### src/rtl/dispreg_pkg.sv
package dispreg_pkg;
    localparam int DEF_SEGS = 80;

    typedef struct packed {
        logic mid;
        logic last;
    } cascade_t;

    function automatic int stages_for(input int segs);
        return 2 * segs;
    endfunction
endpackage

### src/rtl/dispreg_edge.sv
module dispreg_edge (
    input  logic clk,
    input  logic rst,
    input  logic level_in,
    output logic rise
);
    logic level_q;

    always_ff @(posedge clk) begin
        if (rst) level_q <= 1'b0;
        else     level_q <= level_in;
    end

    assign rise = level_in & ~level_q;
endmodule

### src/rtl/dispreg_shifter.sv
module dispreg_shifter
    import dispreg_pkg::*;
#(
    parameter int SEGS = DEF_SEGS
) (
    input  logic                     clk,
    input  logic                     rst,
    input  logic                     step,
    input  logic                     din,
    output logic [2*SEGS-1:0]        stages,
    output cascade_t                 taps
);
    localparam int NSTG = stages_for(SEGS);

    for (genvar k = 0; k < NSTG; k++) begin : g_stage
        if (k == 0) begin : g_head
            always_ff @(posedge clk) begin
                if (rst)       stages[k] <= 1'b0;
                else if (step) stages[k] <= din;
            end
        end else begin : g_body
            always_ff @(posedge clk) begin
                if (rst)       stages[k] <= 1'b0;
                else if (step) stages[k] <= stages[k-1];
            end
        end
    end

    assign taps.mid  = stages[SEGS-1];
    assign taps.last = stages[NSTG-1];
endmodule

### src/rtl/dispreg_hold.sv
module dispreg_hold #(
    parameter int W = 160
) (
    input  logic         clk,
    input  logic         rst,
    input  logic         pass,
    input  logic [W-1:0] d,
    output logic [W-1:0] q
);
    always_ff @(posedge clk) begin
        if (rst)       q <= '0;
        else if (pass) q <= d;
    end
endmodule

### src/rtl/serial_disp_reg.sv
module serial_disp_reg
    import dispreg_pkg::*;
#(
    parameter int SEGS = DEF_SEGS
) (
    input  logic            clk,
    input  logic            rst,
    input  logic            ser_din,
    input  logic            shift_clk,
    input  logic            load,
    output logic [SEGS-1:0] seg_a,
    output logic [SEGS-1:0] seg_b,
    output logic            tap_mid,
    output logic            tap_end
);
    localparam int NSTG = stages_for(SEGS);

    logic            step;
    logic [NSTG-1:0] sr;
    logic [NSTG-1:0] held;
    cascade_t        taps;

    dispreg_edge u_edge (
        .clk      (clk),
        .rst      (rst),
        .level_in (shift_clk),
        .rise     (step)
    );

    dispreg_shifter #(.SEGS(SEGS)) u_shift (
        .clk    (clk),
        .rst    (rst),
        .step   (step),
        .din    (ser_din),
        .stages (sr),
        .taps   (taps)
    );

    dispreg_hold #(.W(NSTG)) u_hold (
        .clk  (clk),
        .rst  (rst),
        .pass (load),
        .d    (sr),
        .q    (held)
    );

    assign seg_a   = held[SEGS-1:0];
    assign seg_b   = held[NSTG-1:SEGS];
    assign tap_mid = taps.mid;
    assign tap_end = taps.last;
endmodule

### config.mk
export PLATFORM = sky130hd
export DESIGN_NAME = serial_disp_reg
export DESIGN_NICKNAME = d
export VERILOG_FILES = /design/src/rtl/dispreg_pkg.sv /design/src/rtl/dispreg_edge.sv /design/src/rtl/dispreg_shifter.sv /design/src/rtl/dispreg_hold.sv /design/src/rtl/serial_disp_reg.sv
export SDC_FILE = /design/constraint.sdc
export NUM_CORES = 1
export LEC_CHECK = 0
export ABC_AREA = 1
export BUFFER_PORTS_ARGS = -buffer_cell sky130_fd_sc_hd__buf_2
export CAP_MARGIN = 20
export CORE_ASPECT_RATIO = 0.8
export CORE_MARGIN = 8
export CORE_UTILIZATION = 52
export CTS_CLUSTER_SIZE = 10
export DETAILED_ROUTE_END_ITERATION = 8
export GPL_ROUTABILITY_DRIVEN = 0
export GPL_TIMING_DRIVEN = 0
export HOLD_SLACK_MARGIN = 0.05
export PLACE_DENSITY = 0.76
export SLEW_MARGIN = 20
export SYNTH_ARGS = -nofsm -noshare
export SYNTH_HDL_FRONTEND = slang
export SYNTH_HIERARCHICAL = 1
export SYNTH_SLANG_ARGS = --single-unit
### constraint.sdc
create_clock -name clk -period 1.3 [get_ports clk]
set_clock_uncertainty 0.2 [all_clocks]
set_input_delay 0.065 -clock clk [delete_from_list [all_inputs] [get_ports clk]]
set_output_delay 0.065 -clock clk [all_outputs]
set_load 0.02 [all_outputs]
# Word level (Yosys, flattened, before mapping)
# Cells that the tools add are included.
[word_totals] ff_bits=321 input_bits=5 output_inout_bits=162 word_cells=164
[classes] n_bitwise=2
[ops] operator="bitwise AND 1 bit" n=1
[ops] operator="inverter 1 bit" n=1

# Logic depth before layout (Yosys ltp)
# Gate-level depths: netlist of run 1.
[logic_depth] ltp_word=2 mapped_depth=8 ltp_nobuf=5

# By module
# Netlist of run 1, hierarchy kept.
[modules_own_cells] mod="dispreg_shifter" n_inst=1 cells_per_inst=1016 area_per_inst_um2=6781.5 seq_area_each_um2=3203.1
[modules_own_cells] mod="dispreg_hold" n_inst=1 cells_per_inst=1014 area_per_inst_um2=6620.1 seq_area_each_um2=3203.1
[modules_own_cells] mod="dispreg_edge" n_inst=1 cells_per_inst=4 area_per_inst_um2=31.3 seq_area_each_um2=20.0

# Worst setup path before layout of run 1
# Ideal clock, no wire load.
[synth_timing] path_kind="reg-to-reg" startpoint="reg u_edge.level_q" endpoint="reg u_shift.stages[50]" setup_ns=0.113 arrival_ns=0.937 required_time_ns=0.987 path_slack_ns=0.051 stages_incl_launch_ff=8 path_buffers=3 period_less_slack_ns=1.249 cell_sequence="dfxtp_1 -> nor2_1 -> buf_6 -> buf_8 -> buf_6 -> nand2_2 -> nand2_1 -> nor2_1"
[synth_via] elab_chain_len=2
[synth_lines] item="start: declaration" line_no="dispreg_edge.sv:7" source="logic level_q;"
[synth_lines] item="start signal: assignment" line_no="dispreg_edge.sv:11" source="else level_q <= level_in;"
[synth_lines] item="inverter 1 bit" line_no="dispreg_edge.sv:14" source="assign rise = level_in & ~level_q;"
[synth_lines] item="bitwise AND 1 bit" line_no="dispreg_edge.sv:14"
[synth_lines] item="net step" line_no="serial_disp_reg.sv:18" source="logic step;"
[synth_lines] item="end signal: indexed assignment" line_no="dispreg_shifter.sv:24" source="else if (step) stages[k] <= stages[k-1];"
[synth_lines] item="end: declaration" line_no="dispreg_shifter.sv:10" source="output logic [2*SEGS-1:0] stages,"
# The timed path passes the listed nets, and every way through them passes these cells.
# A chain may end at the register's enable or synchronous reset.

# Worst setup path in the final report of run 1
[layout_timing] startpoint="reg u_edge.level_q" endpoint="reg u_shift.stages[13]"
# The elaborated chain is that of the path after synthesis.

==> results.cfg, run 1 <==
[cts]
cts_sinks = 321
cts_root_buf = clkbuf_16
insertion_delay_ns = 0.50
h-tree-depth = 2
cts_buffer_depth = 3
cts_tree = done
cts.clk_slew.worst_paths_ns = 0.05
cts_buffers = 38

[timing]
hold_viol = 10
fmax_ghz = 0.706
slew_violations = 0
setup_ws_ns = -0.116
period_share = 1.09
tightest_slew_ns = 0.404
relSlewSlack = 0.731
rsz0062_at_grt = true
finalSetupViolCount = 155
hold-worst-slack_ns = -0.0250
fin_crit_ns = 1.42

[status]
status = finished with violations
violations = hold timing, setup timing

[floorplanning]
die_h_um = 160
io_pins = 167
die_w_um = 196
rows = 52
die-area_sq_mm = 0.0313
coreArea_sq_mm = 0.0254
initial_utilization = 0.529

[synthesis]
synth.top_cell.area_share = 0.478
synth_flop_cell = dfxtp_1
synth_common_cells = 642 x nor2_1, 590 x nand2_1, 321 x dfxtp_1, 321 x inv_1, 50 x nand2_2
yosysTopAreaCell = dfxtp_1
ys_seq_area_frac = 0.478
synth.most_common_cell = nor2_1
synth_enable_flop_cells = 0
syn_area_sq_mm = 0.0134
synth_cell_types = 11
syn_inst = 2034
yosys-top-cells-area = dfxtp_1 48%, nor2_1 18%, nand2_1 16%
yosys_warnings = 6
ys_ff_latch = 321
synth_area_per_cell_sq_um = 6.60
synth_nets = 2039
synthArstFlopShare = 0

[worst_setup_path]
cpPeakStageDelay_ns = 0.32
slowest_stage = dfxtp_2
critical_path.most_common_cell = buf_12
critical_path.startpoint_type = flip-flop
critical_path_arrival_ns = 1.61
path_buf_inv = 3
criticalPathCategory = reg2reg
critPathRequiredTime_ns = 1.49
cp_cell_sequence = nor2_4 > buf_12 > buf_12 > clkbuf_16 > nand2_2 > nand2_1 > nor2_1
critPathTopFamily = buffers and inverters
cp-end-kind = flip-flop
critPathMaxFanout = 9

[layout]
seqCellArea_sq_mm = 0.00646
fin_nets = 2270
diodes = 0
design_area_sq_mm = 0.0171
stdcell_count = 2593
multi_input_area_sq_mm = 0.00529
num-fill-cells = 2174
drive_gt1_frac = 0.222
area_delta_synth_final_pct = 27.2

[routing]
drt_wl_total_mm = 31.7
drt-pass1-iter-count = 5
via_per_inst = 4.50
drtIter0Drc = 635
wl_per_cell_um = 12.2
ant_nets = 0
route.detailed.drc = 0
routed-via-count = 11668

[global_routing]
groute.usage.overall = 0.189
grt_max_degree = 11
grt_pass1_wl_mm = 50.9
antenna_found_initial = 0
grt_overflow_total = 0
grt_pass1_vias = 10900

[place]
pre_cts_slack_ns = -0.232
placed_area_sq_mm = 0.0147
dp_hpwl_mm = 20.2
dp.cells = 2523
portBuffers = 165

[hold_path]
hold_path_class = in2reg

[power_and_ir_drop]
ir_drop_v = 0.00109
p_per_area_mw_per_mm2 = 1400
p_leak_nw = 8.63

[flow_run]
drv_cap = 0
==> flip-flops by register name, summed over array words and instances (netlist names) <==
| register | count |
|---|---|
| u_hold/q | 160 |
| u_shift/stages | 160 |
| u_edge/level_q | 1 |
==> worst paths after layout <==
check / from / endpoint / slack (ns) / depth (start not counted)
setup reg to reg: u_edge/level_q$_SDFF_PP0_ / u_shift/stages[13]$_SDFFE_PP0P_ / -0.12 / 7
setup / recovery: u_edge/level_q$_SDFF_PP0_ / u_shift/stages[13]$_SDFFE_PP0P_ / -0.12 / 7
hold reg to reg: u_hold/q[121]$_SDFFE_PP0P_ / u_hold/q[121]$_SDFFE_PP0P_ / 0.27 / 2
hold / removal: rst / u_hold/q[46]$_SDFFE_PP0P_ / -0.03 / 5
==> kinds of logic after synthesis <==
logic type	Yosys count	synth area share
simple gates	1282	0.368
buf+inv	431	0.154
flops	321	0.478
==> power breakdown <==
group / internal (mW) / switching [mW]
Sequential: 10.6 / 0.450
Combinational: 1.62 / 2.25
Clock: 5.35 / 3.74
==> metrics by stage <==
step            util  TNS [ns]  hold WS, ns  total power [mW]
6_report       0.674    -11.07      -0.0250              24.0
5_1_grt        0.674    -17.30     -0.00654              25.1
4_1_cts        0.636     -6.58      0.00112              23.7
3_5_place_dp   0.578    -37.20       0.0923              14.4
3_3_place_gp   0.578    -33.07       0.0862              14.3
2_1_floorplan      -         0      -0.0626              13.5
==> layout make-up <==
| cell class | count | share of cell area |
|---|---|---|
| Buffer | 106 | 0.0633 |
| Timing Repair Buffer | 193 | 0.0953 |
| Inverter | 323 | 0.0709 |
| Clock inverter | 3 | 0.00110 |
| Tap cell | 324 | 0.0237 |
| Sequential cell | 321 | 0.378 |
| Clock buffer | 41 | 0.0581 |
| Multi-Input combinational cell | 1282 | 0.310 |
==> worst reg2reg max path: cells and delay by family (launching register included) <==
family / cells / cell delay (ns)
simple gates: 4 / 0.27
buf+inv: 3 / 0.52
flops: 1 / 0.32
==> placed cells by master (no fill, tap or decap), drive strengths merged <==
master	n
buf	273
inv	324
dfxtp	321
nand2	640
clkinv	2
clkbuf	61
nor2	642
dlygate4sd3	6
==> per-layer routing <==
metal  GRT usage  share of wire
met5           0              0
met4      0.0630          0.024
met3      0.0403          0.048
met2       0.314           0.47
met1       0.241           0.46
==> what timing repair did <==
action | CTS | global route
pin swaps | 9 | 87
buffers inserted | 3 | 1
resized for setup | 95 | 222
cloned | 5 | 13
endpoints found under the setup margin | 185 | 249
hold endpoints to repair | 221 | 15
hold buffers | 5 | 2
Power figures use the tool's default switching activity.
==> run 2, diff against run 1 <==
SETUP_SLACK_MARGIN = 0.05   (was default)
==> results.cfg, run 2 (same netlist as run 1, synthesis figures left out) <==
[routing]
drtIter0Drc = 661
drt_wl_total_mm = 31.9
routed-via-count = 11681
drt-pass1-iter-count = 6
ant_nets = 0
route.detailed.drc = 0
via_per_inst = 4.50
wl_per_cell_um = 12.3

[worst_setup_path]
cpPeakStageDelay_ns = 0.32
critical_path_arrival_ns = 1.57
critPathMaxFanout = 10
path_buf_inv = 3
critical_path.startpoint_type = flip-flop
critical_path.most_common_cell = buf_12
cp_cell_sequence = nor2_4 > buf_12 > buf_12 > buf_12 > nand2_2 > nand2_1 > nor2_1
critPathTopFamily = buffers and inverters
critPathRequiredTime_ns = 1.50
criticalPathCategory = reg2reg
cp-end-kind = flip-flop
slowest_stage = dfxtp_2

[global_routing]
antenna_found_initial = 0
grt_max_degree = 11
grt_overflow_total = 0
grt-busiest-layer = met2
grt_pass1_wl_mm = 51.5
groute.usage.overall = 0.191
grt_use_met3 = 0.0403
gr-usage-met2 = 0.321
grtUsageMet1 = 0.241
grt_pass1_vias = 10967

[layout]
area_delta_synth_final_pct = 30.4
stdcell_count = 2593
drive_gt1_frac = 0.253
fin_nets = 2270
most-common-layout-cells = 638 x nor2_1, 568 x nand2_1, 321 x inv_1, 198 x buf_6, 161 x dfxtp_2
largestRegisters = u_hold/q: 160 flops, u_shift/stages: 160 flops, u_edge/level_q: 1 flops
design_area_sq_mm = 0.0175
mostFrequentLayoutCell = nor2_1
utilization = 0.690
num-fill-cells = 2087
diodes = 0

[floorplanning]
die_w_um = 196
io_pins = 167
initial_utilization = 0.529
coreArea_sq_mm = 0.0254
rows = 52
die-area_sq_mm = 0.0313
die_h_um = 160

[cts]
insertion_delay_ns = 0.50
cts_sinks = 321
h-tree-depth = 2
cts_root_buf = clkbuf_16
ctsHoldBuffers = 4
cts_tree = done
cts_buffers = 38
cts_buffer_depth = 3
cts.clk_slew.worst_paths_ns = 0.05

[power_and_ir_drop]
switchingPower_mw = 6.38
p_per_area_mw_per_mm2 = 1380
power_mw = 24.1
clkPwrFrac = 0.376
p_leak_nw = 8.69
ir_drop_v = 0.00107
switching_share = 0.265
power.share.sequential = 0.462
power.share.combinational = 0.162
p_int_mw = 17.7

[place]
dp.cells = 2523
dp_hpwl_mm = 20.2
placed_area_sq_mm = 0.0147
portBuffers = 165
pre_cts_slack_ns = -0.232

[status]
violations = hold timing, setup timing
status = finished with violations

[timing]
rsz0062_at_grt = true
relSlewSlack = 0.711
slew_violations = 0
fin_crit_ns = 1.38
tightest_slew_ns = 0.433
fin_tns_setup_ns = -6.65
setup_ws_ns = -0.0771
hold-worst-slack_ns = -0.0203
fmax_ghz = 0.726
finalSetupViolCount = 159
hold_viol = 9
period_share = 1.06

[hold_path]
hold_path_class = in2reg

[flow_run]
drv_cap = 0
-- run 2: changes by cell type in the layout (fill, tap and decap cells not counted), moves of 7 or more --
| cell | change |
|---|---|
| buf_6 | +156 |
| nand2_2 | -44 |
| dfxtp_1 | -136 |
| nand2_4 | -14 |
| buf_2 | -76 |
| buf_4 | -59 |
| nand2_1 | +58 |
| clkbuf_16 | -10 |
| buf_8 | -7 |
| nor2_1 | +11 |
| dfxtp_2 | +135 |
| nor2_2 | -11 |
-- run 2: final timing paths --
| path | start | end | slack (ns) | cells after the start |
|---|---|---|---|---|
| setup reg to reg | u_edge/level_q$_SDFF_PP0_ | u_shift/stages[89]$_SDFFE_PP0P_ | -0.08 | 7 |
| hold / removal | rst | u_hold/q[46]$_SDFFE_PP0P_ | -0.02 | 5 |
| hold reg to reg | u_hold/q[55]$_SDFFE_PP0P_ | u_hold/q[55]$_SDFFE_PP0P_ | 0.27 | 2 |
| setup / recovery | u_edge/level_q$_SDFF_PP0_ | u_shift/stages[89]$_SDFFE_PP0P_ | -0.08 | 7 |
-- run 2: cell type report --
type                    instances  area (sq um)  share of cell area
plain buffers                 106          1040              0.0592
clock buffers                  41           993              0.0567
clock inverters                 3          18.8             0.00107
inverters                     323          1210              0.0692
multi-input cells            1282          5050               0.288
flip-flops and latches        321          6630               0.379
well taps                     324           405              0.0231
repair buffers                193          2170               0.124
-- run 2: worst register-to-register path: stages (launching register included) --
cell and delay (ns):
dfxtp_2 0.32, nor2_4 0.12, buf_12 0.17, buf_12 0.16, buf_12 0.15, nand2_2 0.06
nand2_1 0.07, nor2_1 0.04
-- run 2: timing repair --
| action | 4_1_cts | 5_1_grt |
|---|---|---|
| buffers inserted | 3 | 14 |
| cloned | 4 | 3 |
| pin swaps | 34 | 27 |
| gates resized for setup | 295 | 287 |
| setup endpoints to repair | 322 | 287 |
| endpoints found under the hold margin | 221 | 17 |
-- run 2: power groups by stage --
| stage | clock network [mW] | registers [mW] | logic (mW) |
|---|---|---|---|
| after global placement | 0 | 11.1 | 3.16 |
| after global routing | 9.71 | 11.2 | 4.36 |
| after CTS | 9.30 | 11.0 | 3.58 |
| final | 9.06 | 11.1 | 3.91 |
| after detailed placement | 0 | 11.2 | 3.23 |
| after floorplan | 0 | 11.5 | 2.04 |
-- run 2: layer usage --
layer,wire [um],vias up
met4,742,0
met2,14900,203
li1,-,6183
met3,1580,58
met5,0,-
met1,14600,5237
==> run 3, diff against run 2 <==
CORE_ASPECT_RATIO = 1.5   (was 0.8)
SETUP_SLACK_MARGIN = 0.02   (was 0.05)
==> results.cfg, run 3 (same netlist as run 1, synthesis figures left out) <==
[layout]
num-fill-cells = 2077
seqCellArea_sq_mm = 0.00661
drive_gt1_frac = 0.247
utilization = 0.685
most-common-layout-cells = 635 x nor2_1, 554 x nand2_1, 321 x inv_1, 186 x buf_6, 176 x dfxtp_1
mostFrequentLayoutCell = nor2_1
largestRegisters = u_hold/q: 160 flops, u_shift/stages: 160 flops, u_edge/level_q: 1 flops
diodes = 0
multi_input_area_sq_mm = 0.00516
fin_nets = 2261
area_delta_synth_final_pct = 30.5

[worst_setup_path]
cp_cell_sequence = nor2_4 > buf_8 > buf_12 > buf_12 > nand2_2 > nand2_2 > nor2_1
criticalPathCategory = reg2reg
critical_path.startpoint_type = flip-flop
cpPeakStageDelay_ns = 0.32
critical_path_arrival_ns = 1.58
critPathMaxFanout = 10
cp-end-kind = flip-flop
slowest_stage = dfxtp_2
rr_startpoint = u_edge/level_q$_SDFF_PP0_
critPathRequiredTime_ns = 1.51
crit_path_start = u_edge/level_q$_SDFF_PP0_

[routing]
drtIter0Drc = 576
routed-via-count = 11790
ant_nets = 0
via_per_inst = 4.55
drt-pass1-iter-count = 6
drt_wl_total_mm = 32.6
wl_per_cell_um = 12.6
route.detailed.drc = 0

[timing]
hold-worst-slack_ns = -0.0232
slew_violations = 0
tightest_slew_ns = 0.500
relSlewSlack = 0.667
rsz0062_at_grt = true
setup_ws_ns = -0.0719
period_share = 1.06
finalSetupViolCount = 156
fin_crit_ns = 1.37
fmax_ghz = 0.729
hold_viol = 18
fin_tns_setup_ns = -6.37

[floorplanning]
die_h_um = 213
die-area_sq_mm = 0.0313
io_pins = 167
coreArea_sq_mm = 0.0256
initial_utilization = 0.525
rows = 72
die_w_um = 147

[power_and_ir_drop]
switchingPower_mw = 6.50
clkPwrFrac = 0.383
p_leak_nw = 8.66
switching_share = 0.267
p_int_mw = 17.8
power.share.sequential = 0.456
power.share.combinational = 0.161
ir_drop_v = 0.00128
p_per_area_mw_per_mm2 = 1390

[place]
dp_hpwl_mm = 21.0
portBuffers = 165

[cts]
cts.clk_slew.worst_paths_ns = 0.06
h-tree-depth = 2
ctsHoldBuffers = 9
cts_root_buf = clkbuf_16
cts_buffers = 38
cts_sinks = 321
insertion_delay_ns = 0.52
cts_buffer_depth = 3
cts_tree = done

[hold_path]
hold_path_class = in2reg
worst_hold_startpoint = rst

[global_routing]
grt_pass1_wl_mm = 51.3
grt_pass1_vias = 11431
antenna_found_initial = 2
grt_max_degree = 11
grt_overflow_total = 0
groute.usage.overall = 0.194

[flow_run]
drv_cap = 0

[status]
violations = hold timing, setup timing
status = finished with violations
-- run 3: critical path: cells and delay by family (launching register included) --
kind	cells	cell delay, ns
buf+inv	3	0.47
flops	1	0.32
simple gates	4	0.23
-- run 3: repair_timing --
item | in CTS | in global routing
endpoints found under the setup margin | 318 | 318
resized for setup | 124 | 460
gates cloned | 3 | 3
pin swaps | 16 | 50
buffers inserted | 3 | 1
hold endpoints to repair | 222 | 37
-- run 3: final timing paths --
path	cells past startpoint	to	slack, ns
setup / recovery	7	u_shift/stages[87]$_SDFFE_PP0P_	-0.07
hold / removal	5	u_hold/q[37]$_SDFFE_PP0P_	-0.02
setup reg to reg	7	u_shift/stages[87]$_SDFFE_PP0P_	-0.07
hold reg to reg	2	u_hold/q[125]$_SDFFE_PP0P_	0.27
-- run 3: power groups by stage --
| stage | logic (mW) | clock network [mW] | registers [mW] |
|---|---|---|---|
| floorplan | 2.04 | 0 | 11.5 |
| global placement | 3.17 | 0 | 11.1 |
| detailed placement | 3.23 | 0 | 11.2 |
| CTS | 3.47 | 9.53 | 11.0 |
| global route | 4.35 | 9.97 | 11.2 |
| finish | 3.92 | 9.32 | 11.1 |
-- run 3: cell type report --
type,count,area share
sequential,321,0.377
multi-input combinational,1282,0.295
timing repair buffer,184,0.117
inverter,323,0.0692
buffer,106,0.0590
clock buffer,42,0.0587
tap,333,0.0238
clock inverter,1,0.000500
-- run 3: through the flow --
step	setup WS [ns]	std cells	area [sq um]	power [mW]
after detailed placement	-0.173	2532	14700	14.4
after CTS	-0.0714	2588	16300	24.0
after global routing	-0.136	2592	17500	25.5
after floorplan	0.0507	2034	13400	13.5
after global placement	-0.181	2532	14700	14.3
final	-0.0719	2592	17500	24.4
-- run 3: per-layer routing --
metal / wire (um) / vias up / track usage
li1: - / 6160 / -
met1: 12900 / 5328 / 0.205
met2: 17300 / 230 / 0.372
met3: 1480 / 68 / 0.0407
met4: 828 / 4 / 0.0699
met5: 24 / - / 0
